### config.mk
export PLATFORM = sky130hd
export DESIGN_NAME = glottal_pulse_gen
export DESIGN_NICKNAME = d
export VERILOG_FILES = /design/src/rtl/gpt_pkg.sv /design/src/rtl/gpt_divider.sv /design/src/rtl/gpt_calc.sv /design/src/rtl/gpt_phase.sv /design/src/rtl/glottal_pulse_gen.sv
export SDC_FILE = /design/constraint.sdc
export NUM_CORES = 2
export LEC_CHECK = 0
export BUFFER_PORTS_ARGS = -buffer_cell sky130_fd_sc_hd__buf_2
export CAP_MARGIN = 20
export CORE_UTILIZATION = 35
export DETAILED_ROUTE_END_ITERATION = 8
export GPL_ROUTABILITY_DRIVEN = 1
export PLACE_DENSITY_LB_ADDON = 0.08
export SLEW_MARGIN = 40
export SYNTH_ARGS = -nofsm -noshare
export SYNTH_HDL_FRONTEND = slang
export SYNTH_SLANG_ARGS = --single-unit
### constraint.sdc
create_clock -name clk -period 14.3 [get_ports clk]
set_input_delay 2.145 -clock clk [delete_from_list [all_inputs] [get_ports clk]]
set_output_delay 2.145 -clock clk [all_outputs]
set_load 0.02 [all_outputs]
### src/rtl/gpt_pkg.sv
package gpt_pkg;
  localparam int F0_W     = 16;
  localparam int AMP_W    = 15;
  localparam int PCT_W    = 7;
  localparam int PCT_FULL = 100;

  typedef struct packed {
    logic [F0_W-1:0]  f0;
    logic [AMP_W-1:0] av;
    logic [PCT_W-1:0] oq;
    logic [PCT_W-1:0] di;
  } gpt_frame_t;

  typedef enum logic [1:0] {CS_IDLE, CS_START, CS_WAIT, CS_LOAD} calc_state_e;
endpackage

### src/rtl/gpt_divider.sv
module gpt_divider #(
  parameter int W = 32
) (
  input  logic         clk,
  input  logic         rst_n,
  input  logic         start,
  input  logic [W-1:0] num,
  input  logic [W-1:0] den,
  output logic         done,
  output logic [W-1:0] quo
);
  localparam int CW = $clog2(W + 1);

  logic [W-1:0]  rem_q, den_q;
  logic [CW-1:0] cnt_q;
  logic          busy_q;
  logic [W:0]    trial, diff;

  always_comb begin
    trial = {rem_q, quo[W-1]};
    diff  = trial - {1'b0, den_q};
  end

  always_ff @(posedge clk or negedge rst_n) begin
    if (!rst_n) begin
      rem_q  <= '0;
      den_q  <= '0;
      quo    <= '0;
      cnt_q  <= '0;
      busy_q <= 1'b0;
      done   <= 1'b0;
    end else if (start) begin
      rem_q  <= '0;
      den_q  <= den;
      quo    <= num;
      cnt_q  <= CW'(W);
      busy_q <= 1'b1;
      done   <= 1'b0;
    end else if (busy_q) begin
      if (trial >= {1'b0, den_q}) begin
        rem_q <= diff[W-1:0];
        quo   <= {quo[W-2:0], 1'b1};
      end else begin
        rem_q <= trial[W-1:0];
        quo   <= {quo[W-2:0], 1'b0};
      end
      cnt_q <= cnt_q - 1'b1;
      if (cnt_q == CW'(1)) begin
        busy_q <= 1'b0;
        done   <= 1'b1;
      end
    end else begin
      done <= 1'b0;
    end
  end


  done_pulse_chk: assert property (@(posedge clk) disable iff (!rst_n)
    done |=> !done);
endmodule

### src/rtl/gpt_calc.sv
module gpt_calc
  import gpt_pkg::*;
#(
  parameter int SAMPLE_RATE = 12000,
  parameter int DIV_W       = 32,
  parameter int T0_W        = 14
) (
  input  logic             clk,
  input  logic             rst_n,
  input  logic             kick,
  input  gpt_frame_t       snap,
  output logic             ld,
  output logic [T0_W-1:0]  ld_t0,
  output logic [T0_W-1:0]  ld_nopen,
  output logic [T0_W-1:0]  ld_at,
  output logic [AMP_W-1:0] ld_amp
);
  calc_state_e      state;
  logic [1:0]       step;
  logic [F0_W-1:0]  f0_r;
  logic [AMP_W-1:0] av_r;
  logic [PCT_W-1:0] oq_c, di_c;
  logic [T0_W-1:0]  t0_r, nopen_r, dly_r;
  logic [AMP_W-1:0] ampd_r;
  logic             pair_b;

  logic             div_start, div_done;
  logic [DIV_W-1:0] div_num, div_den, div_q;
  logic             first;

  function automatic logic [PCT_W-1:0] sat_pct(input logic [PCT_W-1:0] v);
    return (v > PCT_W'(PCT_FULL)) ? PCT_W'(PCT_FULL) : v;
  endfunction

  always_comb begin
    div_num = DIV_W'(SAMPLE_RATE);
    div_den = DIV_W'(f0_r);
    unique case (step)
      2'd1: begin
        div_num = DIV_W'(t0_r) * DIV_W'(oq_c);
        div_den = DIV_W'(PCT_FULL);
      end
      2'd2: begin
        div_num = DIV_W'(t0_r) * DIV_W'(di_c) * (DIV_W'(PCT_FULL) - DIV_W'(oq_c));
        div_den = DIV_W'(PCT_FULL * PCT_FULL);
      end
      2'd3: begin
        div_num = DIV_W'(av_r) * (DIV_W'(PCT_FULL) - DIV_W'(di_c));
        div_den = DIV_W'(PCT_FULL);
      end
      default: ;
    endcase
  end

  assign div_start = (state == CS_START);

  gpt_divider #(.W(DIV_W)) u_div (
    .clk   (clk),
    .rst_n (rst_n),
    .start (div_start),
    .num   (div_num),
    .den   (div_den),
    .done  (div_done),
    .quo   (div_q)
  );

  always_ff @(posedge clk or negedge rst_n) begin
    if (!rst_n) begin
      state   <= CS_IDLE;
      step    <= '0;
      f0_r    <= '0;
      av_r    <= '0;
      oq_c    <= '0;
      di_c    <= '0;
      t0_r    <= '0;
      nopen_r <= '0;
      dly_r   <= '0;
      ampd_r  <= '0;
      pair_b  <= 1'b0;
    end else begin
      unique case (state)
        CS_IDLE: if (kick) begin
          f0_r  <= snap.f0;
          av_r  <= snap.av;
          oq_c  <= sat_pct(snap.oq);
          di_c  <= sat_pct(snap.di);
          step  <= '0;
          state <= CS_START;
        end
        CS_START: state <= CS_WAIT;
        CS_WAIT: if (div_done) begin
          unique case (step)
            2'd0: t0_r <= (f0_r == '0 || div_q > DIV_W'(SAMPLE_RATE)) ? '0 : T0_W'(div_q);
            2'd1: nopen_r <= T0_W'(div_q);
            2'd2: dly_r <= T0_W'(div_q);
            default: ampd_r <= AMP_W'(div_q);
          endcase
          if (step == 2'd3) state <= CS_LOAD;
          else begin
            step  <= step + 1'b1;
            state <= CS_START;
          end
        end
        default: begin
          pair_b <= (t0_r == '0 || di_c == '0) ? 1'b0 : ~pair_b;
          state  <= CS_IDLE;
        end
      endcase
    end
  end

  always_comb begin
    first    = (di_c != '0) && !pair_b && (t0_r != '0);
    ld       = (state == CS_LOAD);
    ld_t0    = t0_r;
    ld_nopen = nopen_r;
    ld_at    = '0;
    ld_amp   = av_r;
    if (first) begin
      ld_at  = (dly_r >= t0_r) ? t0_r - 1'b1 : dly_r;
      ld_amp = ampd_r;
    end
  end


  no_kick_busy_chk: assert property (@(posedge clk) disable iff (!rst_n)
    kick |-> state == CS_IDLE);

  nopen_le_t0_chk: assert property (@(posedge clk) disable iff (!rst_n)
    ld |-> ld_nopen <= ld_t0);

  atten_le_av_chk: assert property (@(posedge clk) disable iff (!rst_n)
    ld |-> ld_amp <= av_r);
endmodule

### src/rtl/gpt_phase.sv
module gpt_phase
  import gpt_pkg::*;
#(
  parameter int T0_W    = 14,
  parameter int PULSE_W = AMP_W + 1
) (
  input  logic                      clk,
  input  logic                      rst_n,
  input  logic                      smp_en,
  input  logic                      ld,
  input  logic [T0_W-1:0]           ld_t0,
  input  logic [T0_W-1:0]           ld_nopen,
  input  logic [T0_W-1:0]           ld_at,
  input  logic [AMP_W-1:0]          ld_amp,
  output logic                      kick,
  output logic signed [PULSE_W-1:0] pulse_out,
  output logic                      open_phase
);
  logic             running;
  logic [T0_W-1:0]  pos, t0, nopen, at;
  logic [AMP_W-1:0] amp;
  logic             last;

  assign last = (pos == t0 - 1'b1);
  assign kick = smp_en && (!running || last);

  always_ff @(posedge clk or negedge rst_n) begin
    if (!rst_n) begin
      running    <= 1'b0;
      pos        <= '0;
      t0         <= '0;
      nopen      <= '0;
      at         <= '0;
      amp        <= '0;
      pulse_out  <= '0;
      open_phase <= 1'b0;
    end else if (ld) begin
      running <= (ld_t0 != '0);
      pos     <= '0;
      t0      <= ld_t0;
      nopen   <= ld_nopen;
      at      <= ld_at;
      amp     <= ld_amp;
    end else if (smp_en) begin
      pulse_out  <= (running && pos == at) ? $signed({1'b0, amp}) : '0;
      open_phase <= running && (pos < nopen);
      if (running && !last) pos <= pos + 1'b1;
    end
  end


  pos_in_period_chk: assert property (@(posedge clk) disable iff (!rst_n)
    running |-> pos < t0);

  t0_hold_chk: assert property (@(posedge clk) disable iff (!rst_n)
    !ld |=> $stable(t0));

  ld_no_strobe_chk: assert property (@(posedge clk) disable iff (!rst_n)
    ld |-> !smp_en);

  idle_silent_chk: assert property (@(posedge clk) disable iff (!rst_n)
    (smp_en && !running && !ld) |=> (pulse_out == '0 && !open_phase));
endmodule

### src/rtl/glottal_pulse_gen.sv
module glottal_pulse_gen
  import gpt_pkg::*;
#(
  parameter int SAMPLE_RATE = 12000,
  parameter int DIV_W       = 32
) (
  input  logic                    clk,
  input  logic                    rst_n,
  input  logic                    smp_en,
  input  logic                    prm_valid,
  output logic                    prm_ready,
  input  logic [F0_W-1:0]         prm_f0,
  input  logic [AMP_W-1:0]        prm_av,
  input  logic [PCT_W-1:0]        prm_oq,
  input  logic [PCT_W-1:0]        prm_di,
  output logic signed [AMP_W:0]   pulse_out,
  output logic                    open_phase
);
  localparam int T0_W = $clog2(SAMPLE_RATE + 1);

  gpt_frame_t       pend, incoming, snap;
  logic             kick, ld;
  logic [T0_W-1:0]  ld_t0, ld_nopen, ld_at;
  logic [AMP_W-1:0] ld_amp;

  assign prm_ready = 1'b1;
  assign incoming  = '{f0: prm_f0, av: prm_av, oq: prm_oq, di: prm_di};
  assign snap      = prm_valid ? incoming : pend;

  always_ff @(posedge clk or negedge rst_n) begin
    if (!rst_n)         pend <= '0;
    else if (prm_valid) pend <= incoming;
  end

  gpt_calc #(.SAMPLE_RATE(SAMPLE_RATE), .DIV_W(DIV_W), .T0_W(T0_W)) u_calc (
    .clk      (clk),
    .rst_n    (rst_n),
    .kick     (kick),
    .snap     (snap),
    .ld       (ld),
    .ld_t0    (ld_t0),
    .ld_nopen (ld_nopen),
    .ld_at    (ld_at),
    .ld_amp   (ld_amp)
  );

  gpt_phase #(.T0_W(T0_W), .PULSE_W(AMP_W + 1)) u_phase (
    .clk        (clk),
    .rst_n      (rst_n),
    .smp_en     (smp_en),
    .ld         (ld),
    .ld_t0      (ld_t0),
    .ld_nopen   (ld_nopen),
    .ld_at      (ld_at),
    .ld_amp     (ld_amp),
    .kick       (kick),
    .pulse_out  (pulse_out),
    .open_phase (open_phase)
  );


  ready_high_chk: assert property (@(posedge clk) disable iff (!rst_n)
    prm_valid |-> prm_ready);
endmodule

# After elaboration in Yosys (flattened, before gate mapping)
# Index checks and enable logic that the tools add are counted.
[totals] ff_bits=345 output_inout_bits=18
[op_classes] n_addsub=8 multipliers=4 order_cmp=6 eq_ne=13 n_mux=36 n_bitwise=3 n_reduce_logical=35
[ops] cell="32-bit two-way mux" n=5
[ops] cell="32-bit case mux with 3 select lines" n=1
[ops] cell="14-bit two-way mux" n=6
[ops] cell="45-bit two-way mux" n=1
[ops] cell="14-bit by 7-bit multiplier with 21-bit output" n=2
[ops] cell="33-bit by 32-bit >= comparator with 1-bit output" n=1
[ops] cell="32-bit by 14-bit greater-than comparator with 1-bit output, second input constant" n=1
[ops] cell="15-bit by 32-bit multiplier with 32-bit output" n=1
[ops] cell="21-bit by 32-bit multiplier with 32-bit output" n=1
[ops] cell="16-bit case mux with 2 select lines" n=1
[ops] cell="32-bit subtractor" n=1
[ops] cell="15-bit two-way mux" n=2
[ops] cell="14-bit == test" n=2
[ops] cell="14-bit by 1-bit subtractor with 14-bit output, second input constant" n=2
[ops] cell="16-bit zero test" n=1
[ops] cell="7-bit by 7-bit subtractor with 8-bit output, first input constant" n=2
[ops] cell="14-bit by 1-bit adder with 14-bit output, second input constant" n=1
[ops] cell="14-bit >= comparator" n=1
[ops] cell="7-bit greater-than comparator, second input constant" n=2
[ops] cell="14-bit zero test" n=1
[ops] cell="14-bit < comparator" n=1
[ops] cell="7-bit two-way mux" n=2
[ops] cell="14-bit nonzero test" n=1
[ops] cell="2-bit two-way mux" n=6
[ops] cell="other kinds (24)" n=60

# Logic depth before layout (Yosys ltp)
[logic_depth] ltp_word=7 depth_mapped=45 ltp_nobuf=42

# By module
# A second synthesis with hierarchy kept.
[unflattened] cells_unflattened=3778 area_unflattened_um2=34306.7
[modules_own_cells] module="gpt_calc" instances=1 cells_each=2528 area_per_inst_um2=21261.6 seq_area_each_um2=2677.6
[modules_own_cells] module="gpt_divider" instances=1 cells_each=732 area_per_inst_um2=6498.7 seq_area_each_um2=2602.5
[modules_own_cells] module="gpt_phase" instances=1 cells_each=421 area_per_inst_um2=4660.7 seq_area_each_um2=2202.1
[modules_own_cells] module="glottal_pulse_gen" instances=1 cells_each=97 area_per_inst_um2=1885.6 seq_area_each_um2=1126.1

# Worst setup path before layout
# Ideal clock, no wire load.
[synth_path] path_kind="flip-flop to flip-flop" start="register u_calc.di_c[2]" end="register u_calc.u_div.quo[28]" setup_time_ns=0.143 t_arrival_ns=10.397 t_required_ns=14.157 path_slack_ns=3.760 path_stages_with_launch=41 n_path_buf=3 cell_sequence="dfrtp_1 clkbuf_1 inv_1 clkbuf_1 nor2_1 fa_1 inv_1 fa_1 inv_1 fa_1 inv_1 fa_1 inv_1 ha_1 o21a_1 o31a_1 o21a_1 o31a_1 [... 5 more ...] fa_1 fa_1 fa_1 fa_1 fa_1 inv_1 fa_1 inv_1 fa_1 ha_1 a21o_1 a31o_2 a211oi_1 nor2_1 a211o_1 a21oi_1 xor2_1 o221ai_1"
[synth_between] elab_chain_cells=4
[synth_rtl] item="start: declaration" line="gpt_calc.sv:22" rtl="logic [PCT_W-1:0] oq_c, di_c;"
[synth_rtl] item="start signal: assignment" line="gpt_calc.sv:86" rtl="di_c <= sat_pct(snap.di);"
[synth_rtl] item="14-bit by 7-bit multiplier with 21-bit output / 7-bit by 7-bit subtractor with 8-bit output (equally long branches)" line="gpt_calc.sv:44, gpt_calc.sv:48"
[synth_rtl] item="21-bit by 32-bit multiplier with 32-bit output / 15-bit by 32-bit multiplier with 32-bit output (equally long branches)" line="gpt_calc.sv:44, gpt_calc.sv:48"
[synth_rtl] item="32-bit case mux with 3 select lines *" line="gpt_calc.sv:38" rtl="unique case (step)"
[synth_rtl] item="32-bit two-way mux *" line="gpt_divider.sv:32" rtl="end else if (start) begin"
[synth_rtl] item="end signal: assignment" line="gpt_divider.sv:35" rtl="quo <= num;"
[synth_rtl] item="end signal: assignment" line="gpt_divider.sv:42" rtl="quo <= {quo[W-2:0], 1'b1};"
[synth_rtl] item="end signal: assignment" line="gpt_divider.sv:45" rtl="quo <= {quo[W-2:0], 1'b0};"
[synth_rtl] item="end: declaration" line="gpt_divider.sv:10" rtl="output logic [W-1:0] quo"
# Every way passes the cells marked *; elsewhere a longest branch is shown, timed or not.
# A chain may end at the register's enable or synchronous reset.

# Worst setup path after layout
[layout_path] start="register u_calc.t0_r[2], in the netlist u_calc.ld_t0[2]" end="register u_calc.u_div.quo[28]"
[layout_between] elab_chain_cells=4
[layout_rtl] item="start: declaration" line="gpt_calc.sv:23" rtl="logic [T0_W-1:0] t0_r, nopen_r, dly_r;"
[layout_rtl] item="start signal: assignment" line="gpt_calc.sv:93" rtl="2'd0: t0_r <= (f0_r == '0 || div_q > DIV_W'(SAMPLE_RATE)) ? '0 : T0_W'(div_q);"
[layout_rtl] item="14-bit by 7-bit multiplier with 21-bit output" line="gpt_calc.sv:44" rtl="div_num = DIV_W'(t0_r) * DIV_W'(di_c) * (DIV_W'(PCT_FULL) - DIV_W'(oq_c));"
[layout_rtl] item="21-bit by 32-bit multiplier with 32-bit output" line="gpt_calc.sv:44"
[layout_rtl] item="32-bit case mux with 3 select lines" line="gpt_calc.sv:38"
[layout_rtl] item="32-bit two-way mux" line="gpt_divider.sv:32"
# Every way passes these cells.

==> results.md <==
* Most common cell in the netlist: inv_1
* Main area contributors after synthesis: fa_1 27%, dfrtp_1 22%, ha_1 9.2%, inv_1 6.5%, nand2_1 4.4%
* Final setup margin at 2.50 ns
* Seq/Total Area, Yosys at 0.222
* Total negative setup slack at 0 ns
* Register area at 8210 um2
* Clock transition at path regs at 0.06 ns
* WP buf/inv at 5
* Asr flop ratio synth at 1.00
* Critical Path AT at 12.21 ns
* Worst min-delay path startpoint: u_calc.ld_nopen[0]
* Layout net count at 4,733
* CTS tree: done
* ANT cells at 0
* Cell accounting for the most synthesized area: fa_1
* Most frequent cells after synthesis: 640 x inv_1, 492 x fa_1, 433 x nand2_1
* DR pass1 iterations at 5
* Core Area at 104,000 um2
* Initial antenna violation count at 5
* Hold crit path type: flip-flop to flip-flop
* Cells after DPL at 5,254
* Resize count post-CTS at 0
* Status: finished clean
* Vias in the first global route at 29,000
* Slowest cell on crit path: fa_1
* DRC at 0
* CP Max Fanout at 14
* Initial Utilization at 0.355
* Clock Skews at 0.0256 ns
* Max-slew headroom at 0.376
* Post-synth EDFFs at 0
* Die area at 107,000 um2
* Routed vias at 27,300
* Max Clk Rate at 0.0848 GHz
* FP Rows at 118
* Post-CTS Hold Buffers at 0
* GRT Total Usage at 0.205
* RD Place Congestion at 0.850
* Sink Count at 328
* Startpoint types: flip-flop
* Yosys warnings at 0
* Largest net degree at the start of global routing at 130
* Fin crit share at 0.825
* Total I/O pin count at 67
* Mean Syn Cell Area at 9.41 um2
* WL per Instance at 19.9 um
* DRT antenna net count at 0
* Port Buf Inserts at 64
* Critical path's largest stage delay at 0.81 ns
* Number of max-cap violations at 0
* H-tree Lvls at 2
* Post-synth top area share at 0.266
* Initial drt markers at 1,352
* RSZ-0062 raised after global routing: false
* Final WL at 106,000 um
* Min Clock Period, post-route at 11.80 ns
* Worst endpoint required time at 14.71 ns
* Die H at 327 um
* Crit-path most repeated cell: fa_1
* GR Overflow Total at 0
* Final hold vios at 0
* Endpoint class of the critical path: flip-flop
* Post-CTS Setup Inserts at 0
* Finish-stage setup viols at 0
* Actual slew at the worst max-slew pin at 0.936 ns
* Critical path type: flip-flop to flip-flop
* Cells after synthesis at 3,932
* Main flop type after synthesis: dfrtp_1
* Crit path from: u_calc.ld_t0[2]
* Share of cells above drive strength 1 at 0.0809
* Post-Syn Nets at 4,744
* CP delay by family, top: adder cells
* # fillers at 10,600
* Final core utilization at 0.388
* Clock buffer depth at 3
* Clock root buffer: clkbuf_16
* Placement Setup Slack at 2.64 ns
* Netlist cell types at 85
* Area of the multi-input gates at 25,800 um2
* #FFs+latches synth at 328
* Cell Area, Synth at 37,000 um2
* Via/cell ratio at 5.11
* Die span in x at 327 um
* Synth-to-layout area growth at 9.38%
* CTS buffer count at 43
* First-pass GRT wire length at 172,000 um
* Clock Latency Late Sink at 0.58 ns
* Detailed placement HPWL at 83,000 um
* Final slew viol count at 0
* Layout Cells excl Fill at 5,335
* Reg2reg start: u_calc.ld_t0[2]
==> registers in the layout (all words and copies together) (netlist names), 14 cells and up <==
signal / cells
u_calc.u_div.quo: 32
u_calc.ampd_r: 15
u_phase.t0: 14
u_calc.ld_t0: 14
u_calc.f0_r: 16
u_calc.av_r: 15
u_calc.u_div.rem_q: 32
u_phase.at: 14
u_phase.pulse_out: 15
u_phase.pos: 14
pend: 45
u_calc.dly_r: 14
u_phase.amp: 15
u_calc.ld_nopen: 14
u_phase.nopen: 14
u_calc.u_div.den_q: 16
==> per-layer routing <==
layer	up-vias	share of wire	global-route usage
li1	12800	-	-
met1	13900	0.47	0.284
met2	416	0.48	0.347
met3	128	0.027	0.0179
met4	0	0.023	0.0478
met5	-	0	0
==> kinds of logic (layout without fill, tap and decap cells) <==
| group | Yosys count | count (layout) | share of synthesized area |
|---|---|---|---|
| AND/OR/NAND/NOR | 1091 | 1091 | 0.138 |
| XOR/XNOR | 169 | 169 | 0.0400 |
| AO/OA/AOI/OAI | 593 | 593 | 0.108 |
| buffers and inverters | 815 | 838 | 0.0840 |
| other | 2 | 2 | 0.000203 |
| adder cells (fa/ha/maj) | 763 | 763 | 0.358 |
| flip-flops | 328 | 328 | 0.222 |
| multiplexers | 171 | 171 | 0.0503 |
==> placed cells by master (no fill, tap or decap), types with 12 or more instances in the layout <==
cell,n
ha_1,271
buf_2,63
mux2_2,90
a21o_1,36
a21oi_1,127
o211ai_1,15
xnor2_1,106
nor2_1,229
a211oi_1,31
o31ai_1,22
nor3_1,54
o21a_1,29
clkbuf_16,43
nand4_1,20
and2_1,136
nand2b_1,28
o21ai_0,131
fa_1,492
inv_1,640
or3_1,28
xor2_1,57
mux2i_1,50
o22ai_1,12
buf_4,45
and3_1,24
a31oi_1,36
a22o_1,30
nor4_1,32
dfrtp_1,327
mux2_1,31
nor2b_1,17
nand2_1,432
nand3_1,48
==> cell type report <==
class	count	area share
Clock buffer	56	0.0295
Multi-Input combinational cell	2789	0.637
Tap cell	1380	0.0427
Inverter	644	0.0597
Timing Repair Buffer	115	0.0190
Sequential cell	328	0.203
Clock inverter	23	0.00915
==> through the flow <==
stage / cell area (um2) / hold slack, ns
after floorplan: 37000 / 0.433
after global placement: 38800 / 0.455
after detailed placement: 38900 / 0.465
after CTS: 40400 / 0.472
after global routing: 40500 / 0.501
final: 40500 / 0.475
==> tightest hold or removal path: cells and delay by family (launching register included) <==
family           cells  cell delay, ns
flip-flops           1            0.35
AND/OR/NAND/NOR      2            0.10
==> worst paths after layout <==
| check | end | slack [ns] | depth (start not counted) |
|---|---|---|---|
| setup / recovery | u_calc.u_div.quo[28] | 2.50 | 33 |
| hold / removal | u_phase.nopen[0] | 0.48 | 2 |
| setup reg to reg | u_calc.u_div.quo[28] | 2.50 | 33 |
| hold reg to reg | u_phase.nopen[0] | 0.48 | 2 |
| max in group asynchronous | u_calc.u_div.rem_q[12] | 10.61 | 4 |
| min in group asynchronous | pend[12] | 1.56 | 1 |
Power is left out: the tool's default activity adds up to more than one toggle a clock period on the data nets, which glitch-free logic cannot reach.
